===== src/rtl/aud_tx_pkg.sv =====
package aud_tx_pkg;
  localparam int WORD_W = 32;
  localparam int REG_AW = 8;

  localparam logic [REG_AW-1:0] A_FMT    = 8'h00;
  localparam logic [REG_AW-1:0] A_CLKGEN = 8'h08;
  localparam logic [REG_AW-1:0] A_LEVEL  = 8'h0C;
  localparam logic [REG_AW-1:0] A_REQ    = 8'h10;
  localparam logic [REG_AW-1:0] A_RUN    = 8'h1C;
  localparam logic [REG_AW-1:0] A_CLR    = 8'h20;
  localparam logic [REG_AW-1:0] A_DATA   = 8'h24;
  localparam logic [REG_AW-1:0] A_DIV    = 8'h38;

  localparam int UNDER_BIT = 16;

  typedef enum logic [1:0] {
    PLACE_DELAYED = 2'b00,
    PLACE_FRONT   = 2'b01,
    PLACE_BACK    = 2'b10,
    PLACE_SPARE   = 2'b11
  } place_e;

  // Slot length in bits for a frame of frame_m1+1 bits (first slot).
  function automatic logic [7:0] slot_len_of(input logic [7:0] frame_m1);
    logic [8:0] full;
    full = {1'b0, frame_m1} + 9'd1;
    return full[8:1];
  endfunction

  // Value of the serial line at bit 'pos' of a slot carrying 'word'.
  function automatic logic slot_bit(input logic [WORD_W-1:0] word,
                                    input logic [7:0] pos,
                                    input logic [7:0] slot_len,
                                    input logic [4:0] width_m1,
                                    input logic [1:0] place,
                                    input logic lsb_first);
    logic [8:0] width, off, k;
    width = {4'd0, width_m1} + 9'd1;
    case (place)
      PLACE_FRONT: off = 9'd0;
      PLACE_BACK:  off = {1'b0, slot_len} - width;
      default:     off = 9'd1;
    endcase
    k = {1'b0, pos} - off;
    if (({1'b0, pos} < off) || (k >= width)) return 1'b0;
    return lsb_first ? word[k[4:0]] : word[5'(width - 9'd1 - k)];
  endfunction
endpackage


===== src/rtl/aud_tx_fifo.sv =====
module aud_tx_fifo #(
  parameter int DEPTH = 32,
  parameter int W     = 32,
  localparam int PW   = $clog2(DEPTH),
  localparam int CW   = PW + 1
)(
  input  logic          clk,
  input  logic          rst_n,
  input  logic          flush,
  input  logic          push,
  input  logic [W-1:0]  din,
  input  logic          pop,
  output logic [W-1:0]  dout,
  output logic [CW-1:0] count,
  output logic          empty
);
  logic [W-1:0]  mem [DEPTH];
  logic [PW-1:0] wp, rp;
  logic          full, push_ok, pop_ok;

  assign full    = (count == CW'(DEPTH));
  assign empty   = (count == '0);
  assign push_ok = push && !full && !flush;
  assign pop_ok  = pop && !empty && !flush;
  assign dout    = mem[rp];

  always_ff @(posedge clk) begin
    if (push_ok) mem[wp] <= din;
  end

  always_ff @(posedge clk or negedge rst_n) begin
    if (!rst_n) begin
      wp <= '0; rp <= '0; count <= '0;
    end else if (flush) begin
      wp <= '0; rp <= '0; count <= '0;
    end else begin
      if (push_ok) wp <= wp + 1'b1;
      if (pop_ok)  rp <= rp + 1'b1;
      count <= count + CW'(push_ok) - CW'(pop_ok);
    end
  end
endmodule


===== src/rtl/aud_tx_bclk.sv =====
module aud_tx_bclk (
  input  logic       clk,
  input  logic       rst_n,
  input  logic       clear,
  input  logic [7:0] div_m1,
  output logic       tick,
  output logic       sclk
);
  logic [7:0] cnt;
  logic [7:0] half;

  assign half = 8'(({1'b0, div_m1} + 9'd1) >> 1);
  assign tick = (cnt >= div_m1);
  assign sclk = (cnt >= half);

  always_ff @(posedge clk or negedge rst_n) begin
    if (!rst_n)     cnt <= '0;
    else if (clear) cnt <= '0;
    else if (tick)  cnt <= '0;
    else            cnt <= cnt + 8'd1;
  end
endmodule


===== src/rtl/aud_tx_shifter.sv =====
module aud_tx_shifter import aud_tx_pkg::*; (
  input  logic              clk,
  input  logic              rst_n,
  input  logic              clear,
  input  logic              run,
  input  logic              tick,
  input  logic [7:0]        frame_m1,
  input  logic [4:0]        width_m1,
  input  logic [1:0]        place,
  input  logic              lsb_first,
  input  logic [WORD_W-1:0] fifo_word,
  input  logic              fifo_empty,
  output logic              pop,
  output logic              underrun,
  output logic              sdata,
  output logic              lrck
);
  logic [7:0]        pos, slot_len, pos_in_slot;
  logic [WORD_W-1:0] last, cur;
  logic              at_edge, load;

  assign slot_len    = slot_len_of(frame_m1);
  assign at_edge     = (pos == 8'd0) || (pos == slot_len);
  assign pos_in_slot = (pos >= slot_len) ? pos - slot_len : pos;
  assign cur         = (at_edge && !fifo_empty) ? fifo_word : last;
  assign load        = tick && run && !clear && at_edge;
  assign pop         = load && !fifo_empty;
  assign underrun    = load && fifo_empty;

  always_ff @(posedge clk or negedge rst_n) begin
    if (!rst_n) begin
      pos <= '0; last <= '0; sdata <= 1'b0; lrck <= 1'b0;
    end else if (clear) begin
      pos <= '0; last <= '0; sdata <= 1'b0; lrck <= 1'b0;
    end else if (tick) begin
      if (run) begin
        sdata <= slot_bit(cur, pos_in_slot, slot_len, width_m1, place, lsb_first);
        lrck  <= (pos < slot_len);
        pos   <= (pos >= frame_m1) ? 8'd0 : pos + 8'd1;
        if (at_edge) last <= cur;
      end else begin
        pos <= '0; sdata <= 1'b0; lrck <= 1'b0;
      end
    end
  end
endmodule


===== src/rtl/aud_tx_top.sv =====
module aud_tx_top import aud_tx_pkg::*; #(
  parameter int FIFO_DEPTH = 32,
  parameter bit DIV_IN_CKR = 1'b0,
  localparam int CNT_W     = $clog2(FIFO_DEPTH) + 1
)(
  input  logic              clk,
  input  logic              rst_n,
  input  logic              bus_wr,
  input  logic [REG_AW-1:0] bus_addr,
  input  logic [WORD_W-1:0] bus_wdata,
  input  logic [REG_AW-1:0] bus_rd_addr,
  output logic [WORD_W-1:0] bus_rdata,
  output logic              sclk_o,
  output logic              lrck_o,
  output logic              sdata_o,
  output logic              dma_req_o
);
  logic [4:0] width_m1, wmark;
  logic [1:0] place;
  logic       lsb_first, dma_en, xfer_on, clr_busy, under_flag;
  logic [7:0] frame_m1, div_m1;

  // events brought out for the checker
  logic             fifo_push, fifo_pop, fifo_empty, bit_tick, underrun;
  logic [WORD_W-1:0] fifo_word;
  logic [CNT_W-1:0]  fifo_count;
  logic              unused_wbits;

  assign unused_wbits = ^{bus_wdata[31:24], bus_wdata[15:12]};
  assign fifo_push    = bus_wr && (bus_addr == A_DATA);

  always_ff @(posedge clk or negedge rst_n) begin
    if (!rst_n) begin
      width_m1 <= '0; place <= '0; lsb_first <= 1'b0; frame_m1 <= '0;
      div_m1 <= '0; wmark <= '0; dma_en <= 1'b0; xfer_on <= 1'b0;
      clr_busy <= 1'b0;
    end else begin
      clr_busy <= bus_wr && (bus_addr == A_CLR) && bus_wdata[0];
      if (bus_wr) begin
        case (bus_addr)
          A_FMT: begin
            width_m1  <= bus_wdata[4:0];
            place     <= bus_wdata[10:9];
            lsb_first <= bus_wdata[11];
          end
          A_CLKGEN: begin
            frame_m1 <= bus_wdata[7:0];
            if (DIV_IN_CKR) div_m1 <= bus_wdata[23:16];
          end
          A_DIV: if (!DIV_IN_CKR) div_m1 <= bus_wdata[7:0];
          A_REQ: begin
            wmark  <= bus_wdata[4:0];
            dma_en <= bus_wdata[8];
          end
          A_RUN:   xfer_on <= bus_wdata[0];
          default: ;
        endcase
      end
    end
  end

  always_ff @(posedge clk or negedge rst_n) begin
    if (!rst_n)        under_flag <= 1'b0;
    else if (clr_busy) under_flag <= 1'b0;
    else if (underrun) under_flag <= 1'b1;
  end

  assign dma_req_o = dma_en && (32'(fifo_count) <= 32'(wmark));

  always_comb begin
    bus_rdata = '0;
    case (bus_rd_addr)
      A_FMT:    bus_rdata = {20'd0, lsb_first, place, 4'd0, width_m1};
      A_CLKGEN: bus_rdata = {8'd0, (DIV_IN_CKR ? div_m1 : 8'd0), 8'd0, frame_m1};
      A_LEVEL: begin
        bus_rdata[CNT_W-1:0] = fifo_count;
        bus_rdata[UNDER_BIT] = under_flag;
      end
      A_REQ:    bus_rdata = {23'd0, dma_en, 3'd0, wmark};
      A_RUN:    bus_rdata = {31'd0, xfer_on};
      A_CLR:    bus_rdata = {31'd0, clr_busy};
      A_DIV:    bus_rdata = {24'd0, (DIV_IN_CKR ? 8'd0 : div_m1)};
      default:  bus_rdata = '0;
    endcase
  end

  aud_tx_fifo #(.DEPTH(FIFO_DEPTH), .W(WORD_W)) u_fifo (
    .clk(clk), .rst_n(rst_n), .flush(clr_busy), .push(fifo_push),
    .din(bus_wdata), .pop(fifo_pop), .dout(fifo_word),
    .count(fifo_count), .empty(fifo_empty)
  );

  aud_tx_bclk u_bclk (
    .clk(clk), .rst_n(rst_n), .clear(clr_busy), .div_m1(div_m1),
    .tick(bit_tick), .sclk(sclk_o)
  );

  aud_tx_shifter u_shift (
    .clk(clk), .rst_n(rst_n), .clear(clr_busy), .run(xfer_on), .tick(bit_tick),
    .frame_m1(frame_m1), .width_m1(width_m1), .place(place), .lsb_first(lsb_first),
    .fifo_word(fifo_word), .fifo_empty(fifo_empty), .pop(fifo_pop),
    .underrun(underrun), .sdata(sdata_o), .lrck(lrck_o)
  );
endmodule


===== config.mk =====
export PLATFORM = sky130hd
export DESIGN_NAME = aud_tx_top
export DESIGN_NICKNAME = d
export VERILOG_FILES = /design/src/rtl/aud_tx_pkg.sv /design/src/rtl/aud_tx_fifo.sv /design/src/rtl/aud_tx_bclk.sv /design/src/rtl/aud_tx_shifter.sv /design/src/rtl/aud_tx_top.sv
export SDC_FILE = /design/constraint.sdc
export NUM_CORES = 1
export LEC_CHECK = 0
export BUFFER_PORTS_ARGS = -buffer_cell sky130_fd_sc_hd__buf_2
export CORE_AREA = 2 2 348 350
export CTS_CLUSTER_DIAMETER = 50
export DETAILED_ROUTE_END_ITERATION = 8
export DIE_AREA = 0 0 350 352
export GPL_TIMING_DRIVEN = 0
export PLACE_DENSITY_LB_ADDON = 0.15
export SYNTH_ARGS = -nofsm -noshare
export SYNTH_HDL_FRONTEND = slang
export SYNTH_SLANG_ARGS = --single-unit

===== constraint.sdc =====
create_clock -name clk -period 12.02 [get_ports clk]
set_clock_uncertainty 0.1 [all_clocks]
set_input_delay 1.202 -clock clk [delete_from_list [all_inputs] [get_ports clk]]
set_output_delay 1.202 -clock clk [all_outputs]
set_load 0.1 [all_outputs]

==> impl_metrics.csv <==
group,metric,value,unit
hold_path,min-delay-path-class,"in -> async",
power_and_ir_drop,share_clk_of_total_power,0.354,
timing,totalNegativeSetupSlack,0,ns
clock_network,cts_made_buffers,136,
clock_network,cts_setup_buffers,0,
global_routing,grt_first_pass_wirelength,217,mm
synthesis,yosys_register_bits,1123,
synthesis,synth_cell_type_count,84,
finish,final_layout_size_suffix_gt1_frac,0.215,
timing,final_worst_path_period_share,0.655,
synthesis,synth_simple_gate_area_share,0.0467,
finish,num-nets-final,3204,
worst_setup_path,critical-path-max-stage-delay,0.61,ns
drt,violation_count_after_the_first_detailed_route_iteration,3492,
worst_setup_path,critical_path.reg2reg.startpoint,"frame_m1[0]",
worst_setup_path,worstPathArrival,8.43,ns
timing,grt_setup_unrepaired,"no",
worst_setup_path,path_common_cell,"sky130_fd_sc_hd__ha_1",
drt,vias_per_cell,5.88,
synthesis,netlist.top_cell.by_area,"sky130_fd_sc_hd__edfxtp_1",
power_and_ir_drop,static-leakage-power,18.9,nW
timing,achievable-frequency,127,MHz
clock_network,cts-resized-gates,0,
worst_setup_path,critical_path.startpoint,"frame_m1[0]",
power_and_ir_drop,p_int,7.84,mW
synthesis,fraction_of_the_mapped_netlist_area_in_compound_gates,0.0552,
worst_setup_path,timing.critical_path.buf_inv,4,
global_routing,global_route.usage.total,0.254,
timing,fin_crit,7.87,ns
worst_setup_path,crit_path_start_kind,"register",
synthesis,post_synth_main_area_contributors,"sky130_fd_sc_hd__edfxtp_1 65%, sky130_fd_sc_hd__mux4_2 7.2%, sky130_fd_sc_hd__dfrtp_1 5.2%, sky130_fd_sc_hd__mux2i_1 5.1%, sky130_fd_sc_hd__ha_1 2.1%",
drt,finalWirelength,157,mm
worst_setup_path,worst-endpoint-required,12.58,ns
synthesis,synth-warning-count,0,
synthesis,post_synthesis_cell_count,2782,
die,die-height,352,um
clock_network,tritoncts_num_sinks,1123,
global_routing,overflow,0,
job,max_cap_viol_count,0,
drt,antenna_violating_nets_post_route,0,
worst_setup_path,timing.setup.critical_path_class,"reg -> reg",
clock_network,ctsRootBufferMaster,"sky130_fd_sc_hd__clkbuf_16",
drt,vias,28190,
timing,drv_slew,0,
global_routing,grt_start_max_net_pins,53,
timing,hold_violation_count_in_the_final_report,0,
timing,setup_viol,0,
power_and_ir_drop,p_sw_frac,0.314,
drt,route.detailed.drc,0,
synthesis,synth-async-reset-ratio,0.0882,
power_and_ir_drop,power_density_relative_to_cell_area,204,nW/um^2
run_status,run_status,"completed",
die,fp.dieW,350,um
die,design.die.area,123000,um^2
synthesis,ys_dominant_reg_cell,"sky130_fd_sc_hd__edfxtp_1",
die,rows,127,
power_and_ir_drop,seq_power_share,0.386,
placement,place_ws,4.23,ns
global_routing,grt_pass1_vias,27893,
synthesis,syn-cell-area,47600,um^2
synthesis,synth.top_cell.area_share,0.646,
drt,dr.pass1.iters,6,
die,io_pins,87,
timing,max_slew.worst_pin.slew,1.40,ns
clock_network,clk_latency,0.77,ns
synthesis,synthXorXnorAreaFrac,0.0114,
placement,place_congestion,0.914,
synthesis,synth-adder-area-share,0.0244,
synthesis,synth_mux_area_frac,0.136,
synthesis,synth_top_family_by_area,"multiplexers",
timing,timing.final.ws_setup,4.15,ns
worst_setup_path,crit_path_top_delay_cell,"sky130_fd_sc_hd__xor2_1",
worst_setup_path,worst-path-max-fanout,10,
power_and_ir_drop,p_sw,3.59,mW
placement,post-dp-hpwl,103,mm
clock_network,cts_tree,"yes",
synthesis,synth-edff-count,1024,
placement,port_buffers,67,
synthesis,yosysSeqAreaShare,0.698,
die,core_footprint,119000,um^2
synthesis,synth.avg_cell_area,17.1,um^2
power_and_ir_drop,vdd_ir_drop_max,124,uV
clock_network,clock_tree.htree_level_count,4,
clock_network,cts.path.max_buffers,3,
clock_network,clk_transition_reported_paths,0.05,ns
clock_network,cts_hold_repair.buffers,0,
timing,timing.slew.headroom,0.0652,
die,floorplan.initialDensity,0.399,
finish,layout-area-overhead-vs-synth,18.0,%
worst_setup_path,cp-end-kind,"register",
global_routing,antenna_found_initial,2,
drt,detail_route.wl_per_cell,32.8,um
power_and_ir_drop,share_comb_of_total_power,0.261,
worst_setup_path,critical_path.top_delay_family,"adder cells",
==> state kept, by name, summed over array words and instances (netlist names), 2 cells and up <==
| name | cells |
|---|---|
| u_bclk.cnt | 8 |
| u_fifo.mem | 1024 |
| div_m1 | 8 |
| u_fifo.count | 6 |
| u_fifo.wp | 5 |
| width_m1 | 5 |
| wmark | 5 |
| place | 2 |
| u_shift.last | 32 |
| u_fifo.rp | 5 |
| frame_m1 | 8 |
| u_shift.pos | 8 |
==> path summary, 6_finish.rpt <==
check | cells after the start | to | slack, ns
max reg2reg | 28 | u_shift.sdata | 4.15
min in group clk | 2 | u_shift.last[14] | 0.43
max | 28 | u_shift.sdata | 4.15
min | 1 | u_shift.sdata | 0.41
max in group asynchronous | 2 | xfer_on | 10.71
min reg2reg | 2 | u_shift.last[14] | 0.43
==> worst reg2reg max path: cells and delay by family, from the launching register on <==
kind	cells	cell delay, ns
fa+ha+maj	8	2.66
flops	1	0.45
buf+inv	4	0.70
compound gates	9	1.87
simple gates	4	0.69
xor+xnor	3	1.30
==> power groups by stage <==
stage                     clock network (mW)  logic [mW]  registers (mW)
after floorplan                            0        1.94            4.46
after global placement                     0        2.94            4.48
after detailed placement                   0        2.97            4.49
after CTS                               4.08        2.98            4.41
after global routing                    4.25        3.15            4.42
final                                   4.04        2.98            4.41
==> layout by cell type (no fill, tap or decap), drive strengths merged, types with 35 or more instances in the layout <==
cell	synthesis	routed
nand2	99	99
mux2	54	54
o21ai	76	76
a221oi	68	68
edfxtp	1024	1024
inv	65	74
ha	80	80
nand3	35	35
nor2	143	143
buf	114	244
xnor2	38	38
mux4	152	152
mux2i	243	243
nor3	49	49
dfrtp	99	99
clkbuf	52	216
clkinv	2	61
a21oi	51	51
==> layer usage <==
| layer | wire, um | vias up | GRT usage |
|---|---|---|---|
| met5 | 13 | - | 0 |
| met4 | 4520 | 2 | 0.0783 |
| met3 | 11200 | 230 | 0.0389 |
| met2 | 76900 | 1268 | 0.421 |
| met1 | 64400 | 15041 | 0.345 |
| li1 | - | 11649 | - |
==> cells in the mapped netlist (all sizes together) (15+ instances only) <==
cell and count:
nand3 35, mux4 152, xnor2 38, xor2 24, o221ai 15, a211oi 19, nor3 49, dfrtp 99
a22oi 27, nor2b 25, inv 65, nand2b 19, a21o 20, nand4 20, mux2i 243, mux2 54
clkbuf 52, buf 114, a21oi 51, nor2 143, o21ai 76, a221oi 68, nand2 99, edfxtp 1024
ha 80
==> layout make-up <==
type / instances / area [um^2]
Tap cell: 1612 / 2020
Antenna cell: 1 / 2.50
Buffer: 166 / 1100
Timing Repair Buffer: 130 / 1760
Fill cell: 10091 / 63200
Sequential cell: 1123 / 33200
Clock buffer: 164 / 3590
Multi-Input combinational cell: 1444 / 13300
Inverter: 67 / 251
Clock inverter: 85 / 865
==> logic make-up after synthesis <==
group,Yosys count
xor+xnor,62
buf+inv,233
mux,449
compound gates,365
other cells,1
simple gates,458
fa+ha+maj,91
flops,1123
==> through the flow <==
stage | instances | hold slack (ns) | utilization | power (mW) | area (um^2)
floorplan | 2800 | 0.358 | - | 6.40 | 47700
global placement | 4479 | 0.402 | 0.419 | 7.42 | 50000
detailed placement | 4542 | 0.419 | 0.433 | 7.46 | 51700
CTS | 4791 | 0.411 | 0.471 | 11.5 | 56200
global route | 4791 | 0.449 | 0.471 | 11.8 | 56200
finish | 4792 | 0.415 | 0.471 | 11.4 | 56200
Note: power is estimated with default switching activity, not from simulation.
